<file path="src/rtl/qrot_pkg.sv">
// qrot_pkg: shared point type, stage kind and rotation helpers for the
// quadrature rotation mixer. Assumes bit 1 = +1 and bit 0 = -1 on each axis.
package qrot_pkg;

    // One constellation corner, one sign bit per axis.
    typedef struct packed {
        logic i;
        logic q;
    } qpt_t;

    // Which fixed turn a rotation stage applies when enabled.
    typedef enum logic {
        ROT_HALF    = 1'b0,
        ROT_QUARTER = 1'b1
    } rot_kind_e;

    localparam int unsigned PHASE_W = 2;

    // Half turn: (I,Q) -> (-I,-Q); negation of a sign bit is inversion.
    function automatic qpt_t rot_half(input qpt_t p);
        qpt_t r;
        r.i = ~p.i;
        r.q = ~p.q;
        return r;
    endfunction

    // Quarter turn counterclockwise: (I,Q) -> (-Q,I).
    function automatic qpt_t rot_quarter(input qpt_t p);
        qpt_t r;
        r.i = ~p.q;
        r.q = p.i;
        return r;
    endfunction

endpackage

</file>
<file path="src/rtl/qrot_rate_gen.sv">
// qrot_rate_gen: prescaled 2-bit rotation state generator.
// The state advances once every N rising edges (N = reload, 0 acts as 1),
// up or down per dir_up. Bit 1 drives the half-turn stage, bit 0 the
// quarter-turn stage, so the half-turn control runs at half the rate.
// Assumes reload may change at any time; an oversized prescale count is
// cut short on the next edge.
module qrot_rate_gen import qrot_pkg::*; #(
    parameter int unsigned RELOAD_W = 8
) (
    input  logic                clk,
    input  logic                rst_n,
    input  logic                dir_up,
    input  logic [RELOAD_W-1:0] reload,
    output logic [PHASE_W-1:0]  phase_o
);

    localparam logic [RELOAD_W-1:0] ONE  = RELOAD_W'(1);
    localparam logic [RELOAD_W-1:0] ZERO = '0;

    logic [RELOAD_W-1:0] pre_cnt;
    logic [RELOAD_W-1:0] last_cnt;
    logic                step_now;
    logic [PHASE_W-1:0]  phase_q;
    logic [PHASE_W-1:0]  phase_nxt;

    // Terminal prescale count; a reload of zero behaves like one.
    always_comb last_cnt = (reload == ZERO) ? ZERO : (reload - ONE);

    // Advance on the edge where the prescaler reaches its terminal count.
    always_comb step_now = (pre_cnt >= last_cnt);

    // Next rotation state in the selected direction, modulo four.
    always_comb phase_nxt = dir_up ? (phase_q + PHASE_W'(1))
                                   : (phase_q - PHASE_W'(1));

    // Prescaler and rotation state registers.
    always_ff @(posedge clk) begin
        if (!rst_n) begin
            pre_cnt <= ZERO;
            phase_q <= '0;
        end else if (step_now) begin
            pre_cnt <= ZERO;
            phase_q <= phase_nxt;
        end else begin
            pre_cnt <= pre_cnt + ONE;
        end
    end

    assign phase_o = phase_q;

endmodule

</file>
<file path="src/rtl/qrot_rot_stage.sv">
// qrot_rot_stage: one registered rotation stage. When ctrl_i is 1 the
// incoming point is turned by the fixed amount picked by KIND, otherwise it
// passes unchanged. A valid bit travels alongside with the same latency.
// Assumes ctrl_i is already aligned with pt_i.
module qrot_rot_stage import qrot_pkg::*; #(
    parameter rot_kind_e KIND = ROT_HALF
) (
    input  logic clk,
    input  logic rst_n,
    input  qpt_t pt_i,
    input  logic vld_i,
    input  logic ctrl_i,
    output qpt_t pt_o,
    output logic vld_o
);

    qpt_t turned;

    // Select the fixed turn this instance applies.
    generate
        if (KIND == ROT_HALF) begin : g_half
            always_comb turned = rot_half(pt_i);
        end else begin : g_quarter
            always_comb turned = rot_quarter(pt_i);
        end
    endgenerate

    // Register the rotated or passed point and its valid bit.
    always_ff @(posedge clk) begin
        if (!rst_n) begin
            pt_o  <= '0;
            vld_o <= 1'b0;
        end else begin
            pt_o  <= ctrl_i ? turned : pt_i;
            vld_o <= vld_i;
        end
    end

endmodule

</file>
<file path="src/rtl/qrot_mixer.sv">
// qrot_mixer: quadrature state rotation mixer (top).
// Turns the 1-bit-per-axis input by the current rotation state through a
// half-turn stage followed by a quarter-turn stage, one register each.
// The quarter-turn control is delayed one cycle so both stages act on the
// same sample. Latency is two clocks. Assumes inputs are synchronous to clk.
module qrot_mixer import qrot_pkg::*; #(
    parameter int unsigned RELOAD_W = 8
) (
    input  logic                clk,
    input  logic                rst_n,
    input  logic                dir_up,
    input  logic [RELOAD_W-1:0] reload,
    input  logic                in_i,
    input  logic                in_q,
    output logic                out_i,
    output logic                out_q,
    output logic                out_vld
);

    logic [PHASE_W-1:0] phase;
    logic               qtr_ctl_d;
    qpt_t               pt_in;
    qpt_t               pt_mid;
    logic               vld_mid;
    qpt_t               pt_out;

    // Pack the input sign bits into a point.
    always_comb begin
        pt_in.i = in_i;
        pt_in.q = in_q;
    end

    qrot_rate_gen #(.RELOAD_W(RELOAD_W)) u_rate (
        .clk     (clk),
        .rst_n   (rst_n),
        .dir_up  (dir_up),
        .reload  (reload),
        .phase_o (phase)
    );

    qrot_rot_stage #(.KIND(ROT_HALF)) u_half (
        .clk    (clk),
        .rst_n  (rst_n),
        .pt_i   (pt_in),
        .vld_i  (1'b1),
        .ctrl_i (phase[1]),
        .pt_o   (pt_mid),
        .vld_o  (vld_mid)
    );

    // Delay the quarter-turn control by the half-turn stage latency.
    always_ff @(posedge clk) begin
        if (!rst_n) qtr_ctl_d <= 1'b0;
        else        qtr_ctl_d <= phase[0];
    end

    qrot_rot_stage #(.KIND(ROT_QUARTER)) u_quarter (
        .clk    (clk),
        .rst_n  (rst_n),
        .pt_i   (pt_mid),
        .vld_i  (vld_mid),
        .ctrl_i (qtr_ctl_d),
        .pt_o   (pt_out),
        .vld_o  (out_vld)
    );

    assign out_i = pt_out.i;
    assign out_q = pt_out.q;

endmodule

</file>
<file path="config.mk">
export PLATFORM = sky130hd
export DESIGN_NAME = qrot_mixer
export DESIGN_NICKNAME = d
export VERILOG_FILES = /design/src/rtl/qrot_pkg.sv /design/src/rtl/qrot_rate_gen.sv /design/src/rtl/qrot_rot_stage.sv /design/src/rtl/qrot_mixer.sv
export SDC_FILE = /design/constraint.sdc
export NUM_CORES = 1
export LEC_CHECK = 0
export BUFFER_PORTS_ARGS = -buffer_cell sky130_fd_sc_hd__buf_4
export CAP_MARGIN = 20
export CORE_MARGIN = 5
export CORE_UTILIZATION = 45
export DETAILED_ROUTE_END_ITERATION = 10
export GPL_TIMING_DRIVEN = 0
export PLACE_DENSITY = 0.66
export SYNTH_ARGS = -nofsm -noshare
export SYNTH_HDL_FRONTEND = slang
export SYNTH_HIERARCHICAL = 1
export SYNTH_SLANG_ARGS = --single-unit
</file>
<file path="constraint.sdc">
create_clock -name clk -period 3.3 [get_ports clk]
set_input_delay 0.165 -clock clk [delete_from_list [all_inputs] [get_ports clk]]
set_output_delay 0.165 -clock clk [all_outputs]
set_load 0.005 [all_outputs]
</file>
======== After elaboration in Yosys (flattened, before gate mapping) ========
Index checks and enable logic that the tools add are counted.
storage, ports and cells
  logic and storage cells ................. 25
  input bits .............................. 13
  output and inout port bits .............. 3
  register bits ........................... 17
cells by class
  $lt $le $gt $ge ......................... 1
  reductions and logical operators ........ 2
  bitwise logic cells ..................... 4
  $add $sub $neg .......................... 4
  muxes and demuxes ....................... 5
operators with widths
  kind                 number
  $add 8x1->8 const B  1
  $ge 8x8->1           1
  $logic_not 8->1      1
  $mux 8               1
  $sub 8x1->8 const B  1
  $mux 2               3
  $not 1->1            4
  $add 2x1->2 const B  1
  $reduce_or 2->1      1
  $sub 2x1->2 const B  1
  $mux 1               1

======== Logic depth before layout (Yosys ltp) ========
Gate-level depths: netlist of the first run.
  depth in word-level cells ............... 4
  gate-level depth with buffers ........... 12

======== Cells and area by module ========
Netlist of the first run, hierarchy kept.
modules (own cells, without submodules)
  module                      sequential area each (sq um)  area each (sq um)  cells an instance  instances
  qrot_rate_gen               200.2                         723.2              84                 1
  qrot_rot_stage (u_quarter)  60.1                          102.6              9                  1
  qrot_rot_stage (u_half)     60.1                          96.3               8                  1
  qrot_mixer                  20.0                          30.0               3                  1

======== Worst setup path before layout of the first run ========
Ideal clock, no wire load.
  path kind ............................... input to register
  from .................................... in reload[0]
  to ...................................... reg u_rate.phase_q[0], in the netlist u_rate/phase_o[0]
  path buffers ............................ 0
  arrival ................................. 2.452 ns
  library setup time ...................... 0.115 ns
  required time ........................... 3.185 ns
  path slack .............................. 0.733 ns
  stages on the path ...................... 12
  cells stage by stage .................... inv_1 -> ha_1 -> nor2b_1 -> nand3b_1 -> or3_1 -> and2_1 -> ha_1 -> nand2b_4 -> a2111o_1 -> a21oi_4 -> xnor2_1 -> and2_1
between the ends
  word-level cells in the longest chain between the ends .. 3
  elaborated cells between the ends (all ways) .. 4
  classes of those cells .................. add/sub (1); order compare (1); mux (1); reduce/logical (1)
RTL lines
  item                                                   line                 source
  start, declared                                        qrot_mixer.sv:12     input logic [RELOAD_W-1:0] reload,
  $sub 8x1->8 / $logic_not 8->1 (equally long branches)  qrot_rate_gen.sv:27  always_comb last_cnt = (reload == ZERO) ? ZERO : (reload - ONE);
  $mux 8 (*)                                             qrot_rate_gen.sv:27
  $ge 8x8->1 (*)                                         qrot_rate_gen.sv:30  always_comb step_now = (pre_cnt >= last_cnt);
  end signal, assigned                                   qrot_rate_gen.sv:43  phase_q <= phase_nxt;
  end, declared                                          qrot_rate_gen.sv:23  logic [PHASE_W-1:0] phase_q;
Mark *: on every way between the ends. The rest lies on a longest branch, timed or not.
A chain may end at the register's enable or synchronous reset.

======== Worst setup path in the final report of the first run ========
Same ends and word-level chain as after synthesis.

==> results.json, run 1 <==
{
  "power_density_nw_per_um2": 345,
  "fin_crit_ns": 2.63,
  "worst_ir_drop_vdd_mv": 0.280,
  "post_cts_buffers": 0,
  "start_util": 0.480,
  "drv_cap": 0,
  "arrival_ns": 2.81,
  "syn_inst": 104,
  "final_cell_area_sq_um": 1120,
  "finalHoldViolCount": 0,
  "core_area_sq_um": 1980,
  "status": "finished, final reports clean",
  "drt_iter0_drc": 5,
  "syn_to_final_growth_pct": 18.1,
  "via_count": 715,
  "clock-sinks": 17,
  "grt_pass1_vias": 702,
  "drtAntennaViolNets": 0,
  "port_buffers": 15,
  "power.total_uw": 388,
  "ys_ff_latch": 17,
  "seq_area_frac_synth": 0.357,
  "antenna_found_initial": 0,
  "htree_levels": 1,
  "rows": 16,
  "clk_latency_ns": 0.28,
  "grt_first_pass_wirelength_um": 2830,
  "detailed_place_hpwl_um": 1220,
  "final.setup.tns_ns": 0,
  "setup_viol": 0,
  "gr-total-overflow": 0,
  "slew_viol_final": 0,
  "post_cts_resized": 0,
  "die_w_um": 56,
  "fin_crit_sh": 0.796,
  "die_h_um": 56,
  "grt_max_degree": 12,
  "worstPathRequired_ns": 3.48,
  "syn_avg_cell_area_sq_um": 9.16,
  "drive_above_1_share": 0.179,
  "firstDrtPassIters": 4,
  "syn_nets": 127,
  "crit_fanout": 6,
  "critPathLaunchType": "input pin",
  "dp_cells": 146,
  "skew_ns": 0.00129,
  "stdcell_count": 150,
  "hold_slack_ns": 0.163,
  "drt-total-wl_um": 1540,
  "gp_congestion": 0.763,
  "io_pins": 16,
  "placed_area_sq_um": 1100,
  "fmax_mhz": 381,
  "p_leak_uw": 0.000513,
  "min_path_type": "in -> reg",
  "worst-setup-path-type": "in -> reg",
  "synth_cell_types": 28,
  "crit_path_end_kind": "flop",
  "clockBufferDepth": 2,
  "wire_per_inst_um": 10.3,
  "yosys_warnings": 6,
  "cts_tree": "yes",
  "rsz0062_at_grt": "false",
  "drc": 0,
  "syn_area_sq_um": 952,
  "diodes": 0,
  "die-area_sq_um": 3140,
  "grt.total_usage": 0.113,
  "viasPerCell": 4.77,
  "clkTransAtPathRegs_ns": 0.09,
  "cts_root_buffer": "clkbuf_4",
  "fill_cells": 181,
  "numCtsBuffers": 3,
  "hold_buffers": 0,
  "final_nets": 147
}
## logic make-up after synthesis
| kind of cell | count (synthesis) | share of synthesized area |
|---|---|---|
| xor gates and xnor gates | 13 | 0.120 |
| buffers and inverters | 4 | 0.0158 |
| other | 1 | 0.00394 |
| and+or+nand+nor | 45 | 0.260 |
| adders and majority gates | 10 | 0.131 |
| muxes | 2 | 0.0210 |
| AOI/OAI and AO/OA | 12 | 0.0907 |
| DFF | 17 | 0.357 |
## where the power goes
part           internal [uW]  switching [uW]  total (uW)
Combinational           34.8            27.5        62.3
Sequential               213            6.87         220
Clock                   46.9            58.8         106
## cells in the mapped netlist
library cell	instances	area share
a21oi_4	1	0.017
xor2_1	10	0.092
a21oi_1	3	0.016
nor2b_1	4	0.026
and3_1	3	0.020
nor3_1	2	0.011
nand3b_1	1	0.0079
o21ai_0	1	0.0053
or3_1	2	0.013
mux2i_1	2	0.021
nand2b_1	3	0.020
a21boi_1	2	0.016
nand2b_4	1	0.014
nor3b_1	1	0.0079
xnor2_1	3	0.028
a2111o_1	1	0.012
nand3_1	5	0.026
ha_1	10	0.13
o21ai_1	3	0.016
nand2_1	5	0.020
nand2_2	1	0.0066
dfxtp_1	17	0.36
conb_1	1	0.0039
and2_1	7	0.046
inv_1	4	0.016
a21oi_2	1	0.0092
nand4_1	1	0.0066
nor2_1	9	0.035
## worst paths after layout
kind	startpoint	end	slack, ns	cells past startpoint
hold / removal	rst_n	u_half/pt_o[0]	0.16	2
setup / recovery	reload[0]	u_rate/phase_o[0]	0.67	13
hold reg to reg	u_half/vld_o	u_quarter/vld_o	0.44	1
setup reg to reg	u_rate/pre_cnt[0]	u_rate/phase_o[0]	1.42	7
## worst max-delay path: stages
cell      delay (ns)
buf_4           0.11
inv_1           0.06
ha_1            0.16
nor2b_1         0.28
nand3b_1        0.16
or3_1           0.41
and2_1          0.20
ha_1            0.26
nand2b_4        0.13
a2111o_1        0.43
a21oi_4         0.20
xnor2_1         0.08
and2_1          0.15
## through the flow
step                setup WS [ns]  utilization
floorplan                   0.733            -
global placement            0.421        0.554
detailed placement          0.396        0.554
CTS                         0.681        0.568
global route                0.463        0.568
finish                      0.673        0.568
## registers in the layout, summed over array words and instances (netlist names)
name and count:
u_quarter/vld_o 1, qtr_ctl_d 1, u_rate/phase_o 2, u_rate/pre_cnt 8
u_half/pt_o 2, u_half/vld_o 1, u_quarter/pt_o 2
## final cells by class
| type | instances | area (sq um) | area share |
|---|---|---|---|
| Multi-Input combinational cell | 83 | 597 | 0.531 |
| Clock buffer | 4 | 26.3 | 0.0234 |
| Sequential cell | 17 | 340 | 0.303 |
| Timing Repair Buffer | 15 | 113 | 0.100 |
| Inverter | 4 | 15.0 | 0.0133 |
| Tap cell | 27 | 33.8 | 0.0300 |
## layout by cell type (no fill, tap or decap), types with 2 or more instances in the layout
cell,n
ha_1,10
a21oi_1,3
dfxtp_1,17
buf_4,15
and2_1,7
a21boi_1,2
and3_1,3
nor2b_1,4
nand2b_1,3
mux2i_1,2
nand2_1,5
xnor2_1,3
nor3_1,2
or3_1,2
nand3_1,5
xor2_1,10
o21ai_1,3
inv_1,4
clkbuf_4,3
nor2_1,9
## per-layer routing
metal,vias to the layer above,part of all wire,GRT usage
li1,388,-,-
met2,12,0.45,0.182
met5,-,0,0
met1,313,0.49,0.134
met3,2,0.055,0.0371
met4,0,0.012,0.0508
No activity file was read; power rests on OpenSTA's default activity.
==> run 2: changes to the inputs <==
--- a/config.mk
+++ b/config.mk
@@ -5,13 +5,14 @@
 export SDC_FILE = /design/constraint.sdc
 export NUM_CORES = 1
 export LEC_CHECK = 0
+export ABC_AREA = 1
 export BUFFER_PORTS_ARGS = -buffer_cell sky130_fd_sc_hd__buf_4
 export CAP_MARGIN = 20
 export CORE_MARGIN = 5
 export CORE_UTILIZATION = 45
 export DETAILED_ROUTE_END_ITERATION = 10
 export GPL_TIMING_DRIVEN = 0
-export PLACE_DENSITY = 0.66
+export PLACE_DENSITY = 0.68
 export SYNTH_ARGS = -nofsm -noshare
 export SYNTH_HDL_FRONTEND = slang
 export SYNTH_HIERARCHICAL = 1
==> constraint.sdc (replaced) <==
create_clock -name clk -period 2.1 [get_ports clk]
set_input_delay 0.105 -clock clk [delete_from_list [all_inputs] [get_ports clk]]
set_output_delay 0.105 -clock clk [all_outputs]
set_load 0.005 [all_outputs]
==> results.json, run 2 <==
{
  "status": "finished, final reports clean",
  "grt_max_degree": 11,
  "wl_met2_um": 1000,
  "layout_common_cells": "nand2_1 (33), nor2_1 (27), inv_1 (19)",
  "core_area_sq_um": 2210,
  "largest_reg_flops": 8,
  "hold_buffers": 0,
  "synth_top_area_cell": "dfxtp_1",
  "worstPathCellList": "buf_4, inv_1, ha_1, nand2_1, nor3_2, a21oi_1, o21ai_1, ha_1, a21oi_1, nor2_1, nor2_2, buf_4, nand3_1, nand2_1, nor2_1",
  "skew_ns": 0.000529,
  "drt_iter0_drc": 35,
  "ys_ff_latch": 17,
  "synth_edf_count": 0,
  "finalHoldViolCount": 0,
  "synth_cell_types": 23,
  "syn_to_final_growth_pct": 18.2,
  "final_cell_area_sq_um": 1230,
  "r2r_start": "u_rate/pre_cnt[5]",
  "fin_crit_sh": 0.921,
  "clkPwrFrac": 0.271,
  "drt-total-wl_um": 2060,
  "clk_latency_ns": 0.28,
  "grt.total_usage": 0.132,
  "cts_tree": "yes",
  "seqPwrFrac": 0.550,
  "setup_ws_ns": 0.167,
  "switching_share": 0.264,
  "ys_top_cells_by_area": "dfxtp_1 (33%), ha_1 (12%), nand2_1 (12%), nor2_1 (9.8%), inv_1 (6.9%)",
  "grt_first_pass_wirelength_um": 3390,
  "detailed_place_hpwl_um": 1650,
  "via_count": 933,
  "setup_viol": 0,
  "power.net_switching_uw": 166,
  "viasPerCell": 4.76,
  "diodes": 0,
  "power_density_nw_per_um2": 512,
  "dp_cells": 191,
  "arrival_ns": 2.12,
  "clockBufferDepth": 2,
  "worstPathRequired_ns": 2.29,
  "r2r-end": "u_rate/phase_o[0]",
  "grt_pass1_vias": 829,
  "die-area_sq_um": 3370,
  "async_reset_ff_frac": 0,
  "die_w_um": 58.0,
  "io_pins": 16,
  "crit_fanout": 5,
  "cts_root_buffer": "clkbuf_4",
  "die_h_um": 58.0,
  "p_leak_uw": 0.000614,
  "stdcell_count": 196,
  "htree_levels": 1,
  "clock-sinks": 17,
  "p_int_uw": 462,
  "p_comb_frac": 0.179,
  "yosysMostFrequentCell": "nand2_1",
  "synth_common_cells": "nand2_1 (33), nor2_1 (27), inv_1 (19), dfxtp_1 (17), ha_1 (10)",
  "top_register": "u_rate/pre_cnt",
  "syn_inst": 148,
  "min_path_type": "in -> reg",
  "reg2reg_setup_slack_ns": 0.51,
  "maxUsedRoutingLayer": "met4",
  "syn_area_sq_um": 1040,
  "slowest_stage": "ha_1",
  "max_stage_delay_ns": 0.27,
  "syn_avg_cell_area_sq_um": 7.01,
  "critPathLaunchType": "input pin",
  "fmax_mhz": 517,
  "met3_wirelength_um": 101,
  "synth_ff_type": "dfxtp_1",
  "cp-endpoint": "u_rate/phase_o[0]",
  "crit_start": "reload[0]",
  "antenna_found_initial": 0,
  "final_common_cell": "nand2_1",
  "final.setup.tns_ns": 0,
  "multiInputGateArea_sq_um": 633,
  "drive_above_1_share": 0.173,
  "start_util": 0.469,
  "rsz0062_at_grt": "false",
  "rows": 17,
  "numCtsBuffers": 3,
  "port_buffers": 15,
  "worst-setup-path-type": "in -> reg",
  "seq_area_sq_um": 340,
  "fill_cells": 226,
  "final_nets": 192,
  "drv_cap": 0,
  "clkTransAtPathRegs_ns": 0.09,
  "fin_crit_ns": 1.93,
  "seq_area_frac_synth": 0.328,
  "place_ws_ns": -0.158,
  "wl_met1_um": 918,
  "netlist.area_leader.share": 0.328,
  "gp_congestion": 0.875,
  "yosys_warnings": 6,
  "syn_nets": 171,
  "crit_path_end_kind": "flop",
  "worst_ir_drop_vdd_mv": 0.470,
  "firstDrtPassIters": 5,
  "wire_per_inst_um": 10.5,
  "gr-total-overflow": 0,
  "drc": 0,
  "drtAntennaViolNets": 0,
  "r2r_cells": 8,
  "placed_area_sq_um": 1180,
  "slew_viol_final": 0
}
run 2: worst min path at each step:
stage / start / to / slack, ns / depth (start not counted)
global route: in_i / u_half/pt_o[1] / 0.05 / 3
global placement: in_q / u_half/pt_o[0] / 0.34 / 3
CTS: in_i / u_half/pt_o[1] / 0.03 / 3
floorplan: rst_n / u_half/vld_o / 0.20 / 2
detailed placement: in_i / u_half/pt_o[1] / 0.34 / 3
finish: in_i / u_half/pt_o[1] / 0.04 / 3
run 2: layer usage:
| metal | up-vias | GRT usage |
|---|---|---|
| met5 | - | 0 |
| met1 | 396 | 0.147 |
| met4 | 0 | 0.0596 |
| li1 | 510 | - |
| met3 | 5 | 0.0334 |
| met2 | 22 | 0.234 |
run 2: area by class of cell:
class | instances | share of cell area
timing repair buffer | 16 | 0.0980
clock buffer | 4 | 0.0214
multi-input combinational | 112 | 0.516
inverter | 19 | 0.0582
sequential | 17 | 0.278
tap | 28 | 0.0286
run 2: cell families (layout without fill, tap and decap cells):
group,after synthesis,count (layout),synth area share
simple gates,82,82,0.359
buf+inv,19,39,0.0688
xor+xnor,6,6,0.0507
other cells,1,1,0.00362
compound gates,13,13,0.0688
flops,17,17,0.328
fa+ha+maj,10,10,0.121
run 2: timing repair:
item                                    CTS  global route
gates resized for setup                   0             1
setup buffers                             0             1
endpoints found under the setup margin    0             2
run 2: metrics by stage:
step	hold WS, ns	power [uW]	utilization
detailed placement	0.342	465	0.536
floorplan	0.198	420	-
global route	0.0480	668	0.554
CTS	0.0322	638	0.548
finish	0.0406	628	0.554
global placement	0.338	458	0.536
run 2: power groups by stage:
stage          Clock (uW)  Sequential, uW  Combinational (uW)
2_1_floorplan           0             351                68.4
3_3_place_gp            0             353                 106
3_5_place_dp            0             354                 112
4_1_cts               179             346                 113
5_1_grt               189             348                 131
6_report              170             346                 112
run 2: critical path: cells and delay by family:
| kind | cells | cell delay [ns] |
|---|---|---|
| buffers and inverters | 3 | 0.35 |
| adder cells (fa/ha/maj) | 2 | 0.50 |
| AND/OR/NAND/NOR | 7 | 0.84 |
| AO/OA/AOI/OAI | 3 | 0.33 |
